[src/rtl/traffic_seq.sv]
module traffic_seq #(
  parameter int MAIN_GREEN = 40,
  parameter int SIDE_GREEN = 20,
  parameter int YELLOW     = 4
) (
  input  logic       clk,
  input  logic       rst,
  input  logic       sec_tick,
  output logic [5:0] lamps,
  output logic [3:0] main_tens,
  output logic [3:0] main_units,
  output logic [3:0] side_tens,
  output logic [3:0] side_units
);
  localparam int END0  = MAIN_GREEN - 1;
  localparam int END1  = END0 + YELLOW;
  localparam int END2  = END1 + SIDE_GREEN;
  localparam int END3  = END2 + YELLOW;
  localparam int CW    = $clog2(END3 + 1);

  localparam logic [CW-1:0] E0 = CW'(END0);
  localparam logic [CW-1:0] E1 = CW'(END1);
  localparam logic [CW-1:0] E2 = CW'(END2);
  localparam logic [CW-1:0] E3 = CW'(END3);
  localparam logic [CW-1:0] TEN = CW'(10);

  logic [1:0]    phase;
  logic [CW-1:0] cnt;
  logic [CW-1:0] phase_end;
  logic [CW-1:0] main_rem;
  logic [CW-1:0] side_rem;

  always_comb begin
    case (phase)
      2'd0: begin phase_end = E0; lamps = 6'b010100; main_rem = E0 - cnt; side_rem = E1 - cnt; end
      2'd1: begin phase_end = E1; lamps = 6'b001100; main_rem = E1 - cnt; side_rem = E1 - cnt; end
      2'd2: begin phase_end = E2; lamps = 6'b100010; main_rem = E3 - cnt; side_rem = E2 - cnt; end
      default: begin phase_end = E3; lamps = 6'b100001; main_rem = E3 - cnt; side_rem = E3 - cnt; end
    endcase
  end

  always_ff @(posedge clk or posedge rst) begin
    if (rst) begin
      cnt   <= '0;
      phase <= 2'd0;
    end else if (sec_tick) begin
      cnt <= (cnt == E3) ? '0 : cnt + 1'b1;
      if (cnt == phase_end) phase <= phase + 2'd1;
    end
  end

  assign main_tens  = 4'(main_rem / TEN);
  assign main_units = 4'(main_rem % TEN);
  assign side_tens  = 4'(side_rem / TEN);
  assign side_units = 4'(side_rem % TEN);
endmodule


[config.mk]
export PLATFORM = sky130hd
export DESIGN_NAME = traffic_seq
export DESIGN_NICKNAME = d
export VERILOG_FILES = /design/src/rtl/traffic_seq.sv
export SDC_FILE = /design/constraint.sdc
export NUM_CORES = 1
export LEC_CHECK = 0
export BUFFER_PORTS_ARGS = -buffer_cell sky130_fd_sc_hd__clkbuf_2
export CAP_MARGIN = 40
export CORE_UTILIZATION = 36
export CTS_CLUSTER_DIAMETER = 150
export CTS_CLUSTER_SIZE = 8
export DETAILED_ROUTE_END_ITERATION = 6
export GPL_ROUTABILITY_DRIVEN = 1
export PLACE_DENSITY_LB_ADDON = 0.1
export SLEW_MARGIN = 20
export SYNTH_ARGS = -nofsm -noshare
export SYNTH_HDL_FRONTEND = slang
export SYNTH_SLANG_ARGS = --single-unit
[constraint.sdc]
create_clock -name clk -period 4.47 [get_ports clk]
set_input_delay 0.2235 -clock clk [delete_from_list [all_inputs] [get_ports clk]]
set_output_delay 0.2235 -clock clk [all_outputs]
set_load 0.01 [all_outputs]
# Yosys cells after proc, flatten, opt, wreduce, memory -nomap -nowiden
# Cells that the tools add are included.
[totals]
ff_bits = 9
elab_cells = 24
[classes]
addsub = 6
div_mod_pow = 4
n_eq_ne = 4
n_mux = 5
n_reduce_logical = 3
[op_table]
columns = ["operator", "count"]
rows = [
  ["$pmux 7 s2", 2],
  ["$pmux 7 s3", 1],
  ["$sub 6x7->7 const A", 3],
  ["$pmux 6 s3", 1],
  ["$div 7x4->7 const B", 2],
  ["$mod 7x4->7 const B", 2],
  ["$add 7x1->7 const B", 1],
  ["$eq 7x7->1", 1],
  ["$eq 7x7->1 const B", 1],
  ["$mux 7", 1],
  ["$sub 7x7->7 const A", 1],
  ["$add 2x1->2 const B", 1],
  ["$eq 2x1->1 const B", 1],
  ["$eq 2x2->1 const B", 1],
  ["$logic_not 2->1", 1],
  ["$reduce_and 2->1", 1],
  ["$reduce_or 2->1", 1],
]

# Longest topological paths before layout
[logic_depth]
word_depth = 4
depth_mapped = 21

# Worst setup path after synthesis
# OpenSTA, ideal clock, no wires.
[synth_path]
kind = "register -> output"
startpoint = "reg phase[0]"
endpoint = "out side_units[1]"
arrival_ns = 4.263
required_ns = 4.247
setup_slack_ns = -0.017
stages_incl_launch_ff = 22
n_path_buf = 2
path_cell_list = "dfrtp_1 > inv_1 > ha_1 > or2_1 > buf_6 > o21ai_1 > a211o_1 > nand2_1 > buf_4 > xnor2_1 > o22ai_1 > a21oi_1 > ha_1 > a21boi_1 > nor3_1 > a311oi_1 > o22a_1 > xnor2_1 > ha_1 > inv_1 > a221o_2 > xnor2_2"
[synth_via]
elab_chain_len = 4
[synth_lines]
columns = ["element", "line", "source"]
rows = [
  ["start: declaration", "27", "logic [1:0] phase;"],
  ["start signal: assignment", "48", "if (cnt == phase_end) phase <= phase + 2'd1;"],
  ["$eq 2x1->1 or $logic_not 2->1 (tied branches)", "34", "case (phase)"],
  ["$reduce_or 2->1 (no source line)", "n/a", ""],
  ["$pmux 7 s2 (*)", "34", ""],
  ["$mod 7x4->7 (*)", "55", "assign side_units = 4'(side_rem % TEN);"],
  ["end: declaration", "13", "output logic [3:0] side_units"],
]
# Mark *: on every way between the ends. The rest lies on a longest branch, timed or not.

# Worst setup path after layout
# Same ends and word-level chain as after synthesis.

==> flow_summary.json <==
{
  "max_slew_margin_pct": 45.63,
  "dp_slack_ns": 0.1168,
  "place_area_sq_um": 2216,
  "drt_pass1_iterations": 4,
  "arrival_ns": 4.12,
  "netlist_area_sq_um": 1926,
  "io_buffers": 24,
  "avgSynthCellArea_sq_um": 7.522,
  "vias": 1984,
  "ios": 25,
  "async_reset_ff_share_pct": 100.0,
  "max_freq_mhz": 230.4,
  "antenna_found_initial": 0,
  "gp_congestion": 0.8220,
  "synth_ff_type": "dfrtp_1",
  "die_w_um": 75.14,
  "cp-end-kind": "primary output",
  "synth-edff-count": 0,
  "route.detailed.drc": 0,
  "core_area_sq_um": 5140,
  "synth_top_area_share_pct": 11.70,
  "setup_slack_ns": 0.1306,
  "worstMarginPinSlew_ns": 0.8155,
  "n_antenna_cell": 0,
  "drive_above_1_share_pct": 41.88,
  "die_h_um": 75.14,
  "wl_um": 5001,
  "final_cell_area_sq_um": 2581,
  "crit_type": "flop to primary output",
  "final_hold_viol_count": 0,
  "synth_fp_nets": 277,
  "worst_clock_skew_ns": 0.0008080,
  "clkTransAtPathRegs_ns": 0.04,
  "fill_cells": 545,
  "hp-class": "input port to flop",
  "cts_tree": "yes",
  "dieArea_sq_um": 5645,
  "path_max_fanout": 5,
  "grt_max_degree": 14,
  "clk_latency_ns": 0.23,
  "setup_tns_ns": 0,
  "min_period_ns": 4.339,
  "initial_core_util_pct": 37.46,
  "syn_inst": 256,
  "htreeDepth": 1,
  "multiInputGateArea_sq_um": 1712,
  "regArea_sq_um": 229.0,
  "yosysWarnings": 0,
  "layout.nets": 330,
  "rows": 26,
  "rsz0062_at_grt": "true",
  "yosysTopAreaCell": "dfrtp_1",
  "cts_buffers": 3,
  "cts_max_path_buffers": 2,
  "grt_pass1_vias": 1796,
  "via_per_inst": 5.249,
  "cp.required_ns": 4.25,
  "ant_nets": 0,
  "fin_cells": 378,
  "final.period_utilization_pct": 97.08,
  "maxSlewViolCount": 0,
  "setup_viol_count_final": 0,
  "start_kind": "flop",
  "drt-initial-drc-count": 70,
  "synth_seq_area_share_pct": 11.70,
  "grt-ovfl-total": 0,
  "ys_types": 72,
  "grt_pass1_wl_um": 8017,
  "cts.sinks": 9,
  "place_inst": 357,
  "syn_to_final_growth_pct": 34.05,
  "cts_root_buffer": "clkbuf_8",
  "detail_route.wl_per_cell_um": 13.23,
  "dp_hpwl_um": 3753,
  "ys_seq_elements": 9,
  "drv_cap": 0,
  "grt_usage_pct": 18.08,
  "netlist_top_cells_area": "dfrtp_1, ha_1, xnor2_1",
  "outcome": "complete, no violations"
}
[cell usage after synthesis, types with 3 or more instances]
cell and count:
clkbuf_1 4, nor3_1 5, and3_1 7, buf_4 5
dfrtp_1 9, o21ai_1 6, nand2_1 26, and2_1 4
nand3_1 5, a21oi_1 10, a22o_1 3, nor4_1 3
o21ai_0 12, inv_1 21, xor2_1 4, nand2b_1 4
ha_1 18, nor2b_1 4, nor2_1 23, a211oi_2 3
xnor2_1 14, buf_2 6
[final cells by class]
type / count / share of cell area [%]
flip-flops and latches: 9 / 8.871
well taps: 70 / 3.393
multi-input cells: 210 / 66.31
inverters: 21 / 3.151
clock buffers: 4 / 1.745
repair buffers: 64 / 16.53
[critical path, cell delays in order (launching register included)]
cell,delay [ns]
dfrtp_2,0.47
ha_4,0.20
or2_4,0.27
a22o_4,0.23
mux2_4,0.31
nand3_4,0.10
o21ai_2,0.06
a21oi_2,0.19
ha_2,0.21
a21boi_4,0.21
buf_6,0.12
nor2_1,0.03
nor3_1,0.13
o22a_1,0.22
xnor2_2,0.14
ha_2,0.22
inv_2,0.04
a221o_2,0.43
xnor2_2,0.14
buf_2,0.15
[per-layer routing]
| layer | part of all wire, % | up-vias | global-route usage (%) |
|---|---|---|---|
| met1 | 47 | 926 | 22.92 |
| li1 | - | 1013 | - |
| met3 | 1.3 | 11 | 1.205 |
| met4 | 2.3 | 0 | 8.025 |
| met2 | 50 | 34 | 31.53 |
| met5 | 0 | - | 0 |
[repair_timing]
item | CTS | global route
endpoints found under the setup margin | 3 | 4
pin swaps | 3 | 9
setup buffers | 3 | 13
gates resized for setup | 2 | 49
endpoints found under the hold margin | 9 | 0
hold buffers | 1 | 0
[cells by family after synthesis]
| kind of cell | Yosys count | synth area share, % |
|---|---|---|
| AOI/OAI and AO/OA | 69 | 26.97 |
| DFF | 9 | 11.70 |
| xor gates and xnor gates | 19 | 9.032 |
| muxes | 6 | 4.808 |
| and+or+nand+nor | 97 | 26.31 |
| buffers and inverters | 37 | 8.967 |
| adders and majority gates | 19 | 12.22 |
[path summary, 6_finish.rpt]
check / slack [ns] / start / endpoint / cells past startpoint
hold / removal: 0.24 / sec_tick / cnt[0] / 2
setup / recovery: 0.13 / phase[0] / side_units[1] / 19
hold reg to reg: 0.62 / cnt[0] / cnt[0] / 1
max in group asynchronous: 3.74 / rst / cnt[3] / 3
min in group asynchronous: 0.47 / rst / phase[1] / 3
setup reg to reg: 2.54 / phase[0] / phase[1] / 7
[placed cells by master (no fill, tap or decap), drive strengths merged, types with 2 or more instances in the layout]
cell	n
buf	41
nand2	26
clkbuf	26
nor2	25
inv	21
o21ai	20
ha	18
xnor2	15
a21oi	10
dfrtp	9
and3	7
nand3	6
nor3	6
and2	4
xor2	4
nand2b	4
nor2b	4
nor4	4
a211oi	3
nor3b	3
o32ai	3
mux2	3
a22o	3
o2111ai	2
nand3b	2
a21o	2
nand4	2
or2	2
a31oi	2
a311oi	2
a21boi	2
mux2i	2
o22ai	2
[registers in the layout (all words and copies together), names as in the netlist]
| signal | count |
|---|---|
| cnt | 7 |
| phase | 2 |
[metrics by stage]
| stage | hold slack (ns) | utilization (%) |
|---|---|---|
| after floorplan | 0.05142 | - |
| after global placement | 0.1799 | 43.11 |
| after detailed placement | 0.1749 | 43.11 |
| after CTS | 0.2331 | 44.82 |
| after global routing | 0.2415 | 50.22 |
| final | 0.2400 | 50.22 |
Power is left out: the tool's default activity adds up to more than one toggle a clock period on the data nets, which glitch-free logic cannot reach.
